===== config.mk =====
export PLATFORM = sky130hd
export DESIGN_NAME = intc_banked
export DESIGN_NICKNAME = d
export VERILOG_FILES = /design/src/rtl/intc_pkg.sv /design/src/rtl/intc_sync.sv /design/src/rtl/intc_trig.sv /design/src/rtl/intc_bank.sv /design/src/rtl/intc_lowest.sv /design/src/rtl/intc_banked.sv
export SDC_FILE = /design/constraint.sdc
export NUM_CORES = 2
export LEC_CHECK = 0
export BUFFER_PORTS_ARGS = -buffer_cell sky130_fd_sc_hd__buf_2
export CAP_MARGIN = 20
export CORE_MARGIN = 3
export CORE_UTILIZATION = 30
export CTS_CLUSTER_DIAMETER = 50
export DETAILED_ROUTE_END_ITERATION = 10
export SLEW_MARGIN = 20
export SYNTH_ARGS = -nofsm -noshare
export SYNTH_HDL_FRONTEND = slang
export SYNTH_SLANG_ARGS = --single-unit

===== constraint.sdc =====
create_clock -name clk -period 3.1 [get_ports clk]
set_input_delay 0.465 -clock clk [delete_from_list [all_inputs] [get_ports clk]]
set_output_delay 0.465 -clock clk [all_outputs]
set_load 0.01 [all_outputs]

===== src/rtl/intc_pkg.sv =====
package intc_pkg;

    // byte distance between consecutive banks
    localparam int unsigned BANK_STRIDE = 24;

    // per-source trigger mode, encoded as {edge_sel, polarity}
    typedef enum logic [1:0] {
        TRIG_LVL_LO    = 2'b00,
        TRIG_LVL_HI    = 2'b01,
        TRIG_EDGE_FALL = 2'b10,
        TRIG_EDGE_RISE = 2'b11
    } trig_e;

    // word slot inside one bank (byte offset / 4)
    typedef enum logic [2:0] {
        RG_STATUS = 3'd0,
        RG_ENABLE = 3'd1,
        RG_SET    = 3'd2,
        RG_CLEAR  = 3'd3,
        RG_POL    = 3'd4,
        RG_EDGE   = 3'd5
    } reg_e;

endpackage


===== src/rtl/intc_sync.sv =====
// Two-flop synchronizer followed by one history flop used for edge detection.
module intc_sync #(
    parameter int W = 32
) (
    input  logic         clk,
    input  logic         rst,
    input  logic [W-1:0] raw_i,
    output logic [W-1:0] cur_o,
    output logic [W-1:0] prev_o
);
    logic [W-1:0] meta_q;
    logic [W-1:0] cur_q;
    logic [W-1:0] prev_q;

    always_ff @(posedge clk) begin
        if (rst) begin
            meta_q <= '0;
            cur_q  <= '0;
            prev_q <= '0;
        end else begin
            meta_q <= raw_i;
            cur_q  <= meta_q;
            prev_q <= cur_q;
        end
    end

    assign cur_o  = cur_q;
    assign prev_o = prev_q;
endmodule


===== src/rtl/intc_trig.sv =====
// Per-source trigger conditioning: one mode decode per bit.
module intc_trig
    import intc_pkg::*;
#(
    parameter int W = 32
) (
    input  logic [W-1:0] cur_i,
    input  logic [W-1:0] prev_i,
    input  logic [W-1:0] pol_i,
    input  logic [W-1:0] edge_i,
    output logic [W-1:0] lvl_hit_o,
    output logic [W-1:0] edge_hit_o
);
    for (genvar i = 0; i < W; i++) begin : g_src
        trig_e mode;
        logic  lvl_hit;
        logic  edge_hit;

        assign mode = trig_e'({edge_i[i], pol_i[i]});

        always_comb begin
            lvl_hit  = 1'b0;
            edge_hit = 1'b0;
            unique case (mode)
                TRIG_LVL_HI:    lvl_hit  = cur_i[i];
                TRIG_LVL_LO:    lvl_hit  = ~cur_i[i];
                TRIG_EDGE_RISE: edge_hit = cur_i[i] & ~prev_i[i];
                TRIG_EDGE_FALL: edge_hit = ~cur_i[i] & prev_i[i];
                default:        lvl_hit  = 1'b0;
            endcase
        end

        assign lvl_hit_o[i]  = lvl_hit;
        assign edge_hit_o[i] = edge_hit;
    end
endmodule


===== src/rtl/intc_bank.sv =====
// One bank: address decode, configuration words, pending state, read contribution.
module intc_bank
    import intc_pkg::*;
#(
    parameter int          BANK_IDX = 0,
    parameter int          W        = 32,
    parameter int          ADDR_W   = 8,
    parameter logic [W-1:0] EDGE_RST = '0,
    parameter logic [W-1:0] POL_RST  = '1
) (
    input  logic              clk,
    input  logic              rst,
    input  logic              wr_en_i,
    input  logic [ADDR_W-1:0] addr_i,
    input  logic [W-1:0]      wdata_i,
    input  logic [W-1:0]      lvl_hit_i,
    input  logic [W-1:0]      edge_hit_i,
    output logic [W-1:0]      pol_o,
    output logic [W-1:0]      edge_o,
    output logic [W-1:0]      status_o,
    output logic [W-1:0]      enable_o,
    output logic [W-1:0]      rd_data_o,
    output logic              irq_o
);
    localparam int unsigned BASE   = BANK_IDX * BANK_STRIDE;
    localparam int unsigned LIMIT  = BASE + BANK_STRIDE;
    localparam int          XW     = ADDR_W + 1;

    logic [XW-1:0] addr_x;
    logic [XW-1:0] off;
    logic          hit;
    reg_e          sel;

    assign addr_x = {1'b0, addr_i};
    assign hit    = (addr_x >= XW'(BASE)) && (addr_x < XW'(LIMIT));
    assign off    = addr_x - XW'(BASE);
    assign sel    = reg_e'(3'(off >> 2));

    logic [W-1:0] en_q;
    logic [W-1:0] pol_q;
    logic [W-1:0] edge_q;
    logic [W-1:0] pend_q;
    logic [W-1:0] set_m;
    logic [W-1:0] clr_m;

    // write-one masks for the set and clear words
    always_comb begin
        set_m = '0;
        clr_m = '0;
        if (wr_en_i && hit) begin
            if (sel == RG_SET)   set_m = wdata_i;
            if (sel == RG_CLEAR) clr_m = wdata_i;
        end
    end

    always_ff @(posedge clk) begin
        if (rst) begin
            en_q   <= '0;
            pol_q  <= POL_RST;
            edge_q <= EDGE_RST;
            pend_q <= '0;
        end else begin
            // a fresh edge outranks an acknowledge in the same cycle
            pend_q <= (pend_q & ~clr_m) | set_m | edge_hit_i;
            if (wr_en_i && hit) begin
                unique case (sel)
                    RG_ENABLE: en_q   <= wdata_i;
                    RG_POL:    pol_q  <= wdata_i;
                    RG_EDGE:   edge_q <= wdata_i;
                    default:   en_q   <= en_q;
                endcase
            end
        end
    end

    // level sources add their live level; edge sources see no level term
    assign status_o = pend_q | lvl_hit_i;
    assign enable_o = en_q;
    assign pol_o    = pol_q;
    assign edge_o   = edge_q;
    assign irq_o    = |(status_o & en_q);

    always_comb begin
        rd_data_o = '0;
        if (hit) begin
            unique case (sel)
                RG_STATUS: rd_data_o = status_o;
                RG_ENABLE: rd_data_o = en_q;
                RG_POL:    rd_data_o = pol_q;
                RG_EDGE:   rd_data_o = edge_q;
                default:   rd_data_o = '0;
            endcase
        end
    end
endmodule


===== src/rtl/intc_lowest.sv =====
// Lowest-set-bit finder for one bank's masked requests.
module intc_lowest #(
    parameter int W     = 32,
    parameter int IDX_W = $clog2(W)
) (
    input  logic [W-1:0]     req_i,
    output logic [IDX_W-1:0] idx_o,
    output logic             vld_o
);
    always_comb begin
        idx_o = '0;
        vld_o = 1'b0;
        for (int i = W - 1; i >= 0; i--) begin
            if (req_i[i]) begin
                idx_o = IDX_W'(i);
                vld_o = 1'b1;
            end
        end
    end
endmodule


===== src/rtl/intc_banked.sv =====
module intc_banked
    import intc_pkg::*;
#(
    parameter int                    NUM_BANKS       = 5,
    parameter int                    SRC_PER_BANK    = 32,
    parameter int                    ADDR_W          = 8,
    parameter logic [SRC_PER_BANK-1:0] BANK0_EDGE_RST = 32'h0000_E000,
    parameter int                    IDX_W           = $clog2(SRC_PER_BANK)
) (
    input  logic                              clk,
    input  logic                              rst,
    input  logic                              wr_en,
    input  logic                              rd_en,
    input  logic [ADDR_W-1:0]                 addr,
    input  logic [SRC_PER_BANK-1:0]           wdata,
    output logic [SRC_PER_BANK-1:0]           rdata,
    input  logic [NUM_BANKS*SRC_PER_BANK-1:0] src_i,
    output logic [NUM_BANKS-1:0]              irq_o,
    output logic [NUM_BANKS*IDX_W-1:0]        idx_o,
    output logic [NUM_BANKS-1:0]              idx_vld_o
);
    localparam int W  = SRC_PER_BANK;
    localparam int NW = NUM_BANKS * W;

    logic [NW-1:0] cur_w;
    logic [NW-1:0] prev_w;
    logic [NW-1:0] pol_w;
    logic [NW-1:0] edge_w;
    logic [NW-1:0] lvl_w;
    logic [NW-1:0] det_w;
    logic [NW-1:0] sts_w;
    logic [NW-1:0] en_w;
    logic [NW-1:0] rd_w;

    for (genvar b = 0; b < NUM_BANKS; b++) begin : g_bank
        localparam logic [W-1:0] EDGE_INIT = (b == 0) ? BANK0_EDGE_RST : '0;

        intc_sync #(.W(W)) u_sync (
            .clk    (clk),
            .rst    (rst),
            .raw_i  (src_i[b*W +: W]),
            .cur_o  (cur_w[b*W +: W]),
            .prev_o (prev_w[b*W +: W])
        );

        intc_trig #(.W(W)) u_trig (
            .cur_i      (cur_w[b*W +: W]),
            .prev_i     (prev_w[b*W +: W]),
            .pol_i      (pol_w[b*W +: W]),
            .edge_i     (edge_w[b*W +: W]),
            .lvl_hit_o  (lvl_w[b*W +: W]),
            .edge_hit_o (det_w[b*W +: W])
        );

        intc_bank #(
            .BANK_IDX (b),
            .W        (W),
            .ADDR_W   (ADDR_W),
            .EDGE_RST (EDGE_INIT),
            .POL_RST  ({W{1'b1}})
        ) u_bank (
            .clk        (clk),
            .rst        (rst),
            .wr_en_i    (wr_en),
            .addr_i     (addr),
            .wdata_i    (wdata),
            .lvl_hit_i  (lvl_w[b*W +: W]),
            .edge_hit_i (det_w[b*W +: W]),
            .pol_o      (pol_w[b*W +: W]),
            .edge_o     (edge_w[b*W +: W]),
            .status_o   (sts_w[b*W +: W]),
            .enable_o   (en_w[b*W +: W]),
            .rd_data_o  (rd_w[b*W +: W]),
            .irq_o      (irq_o[b])
        );

        intc_lowest #(.W(W), .IDX_W(IDX_W)) u_low (
            .req_i (sts_w[b*W +: W] & en_w[b*W +: W]),
            .idx_o (idx_o[b*IDX_W +: IDX_W]),
            .vld_o (idx_vld_o[b])
        );
    end

    // at most one bank decodes a given address, so OR-ing is a mux
    logic [W-1:0] rd_any;
    always_comb begin
        rd_any = '0;
        for (int b = 0; b < NUM_BANKS; b++) begin
            rd_any = rd_any | rd_w[b*W +: W];
        end
    end

    logic [W-1:0] rdata_q;
    always_ff @(posedge clk) begin
        if (rst) begin
            rdata_q <= '0;
        end else if (rd_en) begin
            rdata_q <= rd_any;
        end
    end

    assign rdata = rdata_q;
endmodule


==> metrics.txt <==
die area=173,000 µm²; internal power=between 20 and 30 mW; synth warn=0; Mapped Cells=~6,000; worst-margin pin slew=roughly 1000 ps; fraction of layout cells with a size suffix above 1=0.220; syn avg cell area=about 8.3 µm²; Critical Path Sink Type=primary output; Pwr Density=around 550 nW/µm²; fill cell count=16,400; Final WS setup=-239 ps; Hold Crit Class=primary input to flop; clk root buf=clkbuf_16; drt total wl=185 mm; Reg power frac=0.430; Yosys top cell area share=0.458; Layout Nets=approximately 6,700; router iterations before antenna repair=11; flops & latches, synth=around 1,200; maximum clock insertion buffer count=3; via count=46,700; fin area=~64,000 µm²; Clk pwr share=0.498; die width=between 400 and 500 µm; Starting DRT DRC Count=a little under 6,000; Seq/Total Area, Yosys=0.458; status=finished with violations; ys flop type=dfxtp_1; number of global-route vias before repair=around 44,000; leak pwr=~24 nW; max_slew headroom=0.299; clock tree sinks=about 1,200; row cnt=149; RSZ-0062 raised after global routing=yes; Post-DP HPWL=123 mm; core footprint=166,000 µm²; largest net degree at the start of global routing=around 120; Req. time, crit path=2630 ps; critical path type=flop to primary output; final hold violation count=0; Final period util=1.08; Sw Pwr=between 8 and 9 mW; via-per-instance ratio=about 5.3; Setup TNS=-2950 ps; antenna violations before repair=9; Initial Utilization=0.303; Comb pwr share=0.072; total track usage=0.204; total congestion overflow=0; CP arrival=2870 ps; Post-Place Cell Area=between 50,000 and 60,000 µm²; maximum vdd drop=roughly 580 µV; failing checks=negative setup slack; number of max-slew violations in the final report=0; port bufs=270; MaxCap Viol Count=0; area leader, netlist=dfxtp_1; worst-path fanout max=5; top cells by area, synth=dfxtp_1 46%, nand2_1 11%, nor2b_1 6.9%, a222oi_1 6.0%, a21oi_1 4.0%; Detail Route Antenna Nets=0; Area growth syn-to-layout=28.0%; final critical-path required period=between 3000 and 4000 ps; Max H-tree Level=4; CTS Buf Count=147; switch share=0.247; wire length per cell=between 20 and 25 µm; post-synth cell types=68; Async S/R FF share, synth=0; DRC viols=0; first-pass GRT wire length=between 200 and 300 mm; syn nets=between 6,000 and 7,000; gpl congestion=between 0.9 and 1; final setup vio count=33; fmax=around 300 MHz; synthesized area=slightly above 50,000 µm²; Die Y-Extent=approximately 420 µm; worst-skew pair later-pin latency=between 700 and 800 ps; Post-synth EDFFs=0; skew final=roughly 29 ps; CTS tree=yes; Worst-path clk slew=60 ps; fin util=0.388; Startpoint Class=flop; I/O Pins=about 270
==> metrics by stage <==
stage               setup WS [ps]  hold slack [ps]  power [mW]  cells
floorplan                     240              414        16.9   6048
detailed placement          -58.9              420        18.0   8282
finish                       -239              123        35.7   8794
global placement            -22.7              423        18.0   8282
global route                 -300              153        36.8   8793
CTS                          -253              105        36.0   8767
==> worst max-delay path, stage by stage (launching register included) <==
cell and delay (ps):
dfxtp_1 420, xnor2_1 100, a21oi_1 340, nor2b_4 130
nor4_4 290, a211oi_2 100, buf_4 170, o21ai_2 150
a21oi_1 90, buf_4 170, buf_6 120
==> timing repair <==
item,4_1_cts,5_1_grt
cloned,0,0
setup endpoints to repair,35,35
hold buffers,160,0
buffers inserted,62,30
pin swaps,132,105
endpoints found under the hold margin,160,0
gates resized for setup,400,183
==> flip-flops by register name (all words and copies together), names as in the netlist <==
name,count
g_bank.u_sync.prev_o,160
g_bank.u_bank.edge_o,160
g_bank.u_sync.meta_q,160
g_bank.u_bank.pend_q,160
g_bank.u_sync.cur_o,160
g_bank.u_bank.pol_o,160
g_bank.u_bank.enable_o,160
rdata,32
==> layout by cell type, fill, tap and decap left out, types with 23 or more instances in the layout <==
cell,Yosys,layout
a22o_1,31,30
nand2_2,0,23
nand3b_1,105,105
clkbuf_16,0,151
o21bai_2,0,44
dfxtp_4,0,54
a21oi_1,400,374
mux2_2,146,146
nor2_1,378,359
buf_12,0,44
nand2_1,1437,1413
o21bai_1,147,97
buf_4,12,277
o22ai_1,34,32
dfxtp_2,0,113
a222oi_1,300,300
xor2_1,139,118
nor2b_1,559,556
a22oi_1,47,26
o22a_1,25,25
o21ai_0,238,225
buf_2,81,249
a211o_1,65,65
dfxtp_1,1152,985
inv_1,33,33
nand3_1,97,88
dlygate4sd3_1,0,160
buf_6,4,25
==> path summary, 6_finish.rpt <==
kind / endpoint / slack, ps / depth (start not counted) / start
max: idx_o[5] / -240 / 10 / g_bank[1].u_bank.pol_o[21]$_SDFFE_PP1P_
min: g_bank[1].u_bank.pend_q[17]$_SDFF_PP0_ / 120 / 2 / rst
max reg2reg: rdata[30]$_SDFFE_PP0P_ / 480 / 15 / g_bank[2].u_bank.pol_o[30]$_SDFFE_PP1P_
min reg2reg: g_bank[0].u_sync.cur_o[17]$_SDFF_PP0_ / 430 / 1 / g_bank[0].u_sync.meta_q[17]$_SDFF_PP0_
==> metal layers <==
layer,vias up,global-route usage,wire length (µm)
li1,21900,-,-
met1,22400,0.261,76300
met2,1976,0.329,84400
met3,409,0.0309,13200
met4,10,0.113,10800
met5,-,0,58
==> cells in the mapped netlist, types with 3 or more instances <==
library cell,n
dfxtp_1,1152
o31ai_1,10
a21boi_0,6
nand4_1,9
a22oi_1,47
o2bb2ai_1,4
a21oi_1,400
a221oi_1,11
nand3_1,97
a21o_1,11
a211o_1,65
inv_1,33
a2111oi_0,4
a22o_1,31
o211ai_1,8
nor3b_1,3
or3_1,10
nor3_1,29
buf_6,4
a32o_1,13
and2_1,20
mux2_2,146
o22ai_1,34
a31oi_1,5
a211oi_1,10
xor2_1,139
a222oi_1,300
a2bb2oi_1,8
xnor2_1,14
and3b_1,3
nor3_2,4
nand3b_1,105
buf_2,81
o21ai_0,238
a32oi_1,3
nor2b_1,559
buf_4,12
buf_1,12
and3_1,10
o22a_1,25
nor2_1,378
o21bai_1,147
clkbuf_1,360
nand2b_1,19
nand2_1,1437
==> power by group through the flow <==
stage	Combinational (mW)	Sequential [mW]	Clock (mW)
2_1_floorplan	1.30	15.6	0
3_3_place_gp	2.28	15.7	0
3_5_place_dp	2.30	15.7	0
4_1_cts	2.53	15.3	18.1
5_1_grt	2.73	15.4	18.7
6_report	2.57	15.3	17.8
==> kinds of logic after synthesis <==
logic type      synth area share
flops                      0.458
mux                       0.0329
xor+xnor                  0.0266
simple gates               0.246
buf+inv                   0.0410
fa+ha+maj               0.000497
compound gates             0.195
==> layout make-up <==
class                      count  area [µm²]  area share
sequential                  1152       23400       0.363
inverter                      34         128     0.00198
clock inverter                81        1000      0.0156
clock buffer                 187        4070      0.0632
timing repair buffer         757        6120      0.0950
tap                         2189        2740      0.0425
multi-input combinational   4393       27000       0.419
antenna                        1        2.50   0.0000388
Power figures use the tool's default switching activity.
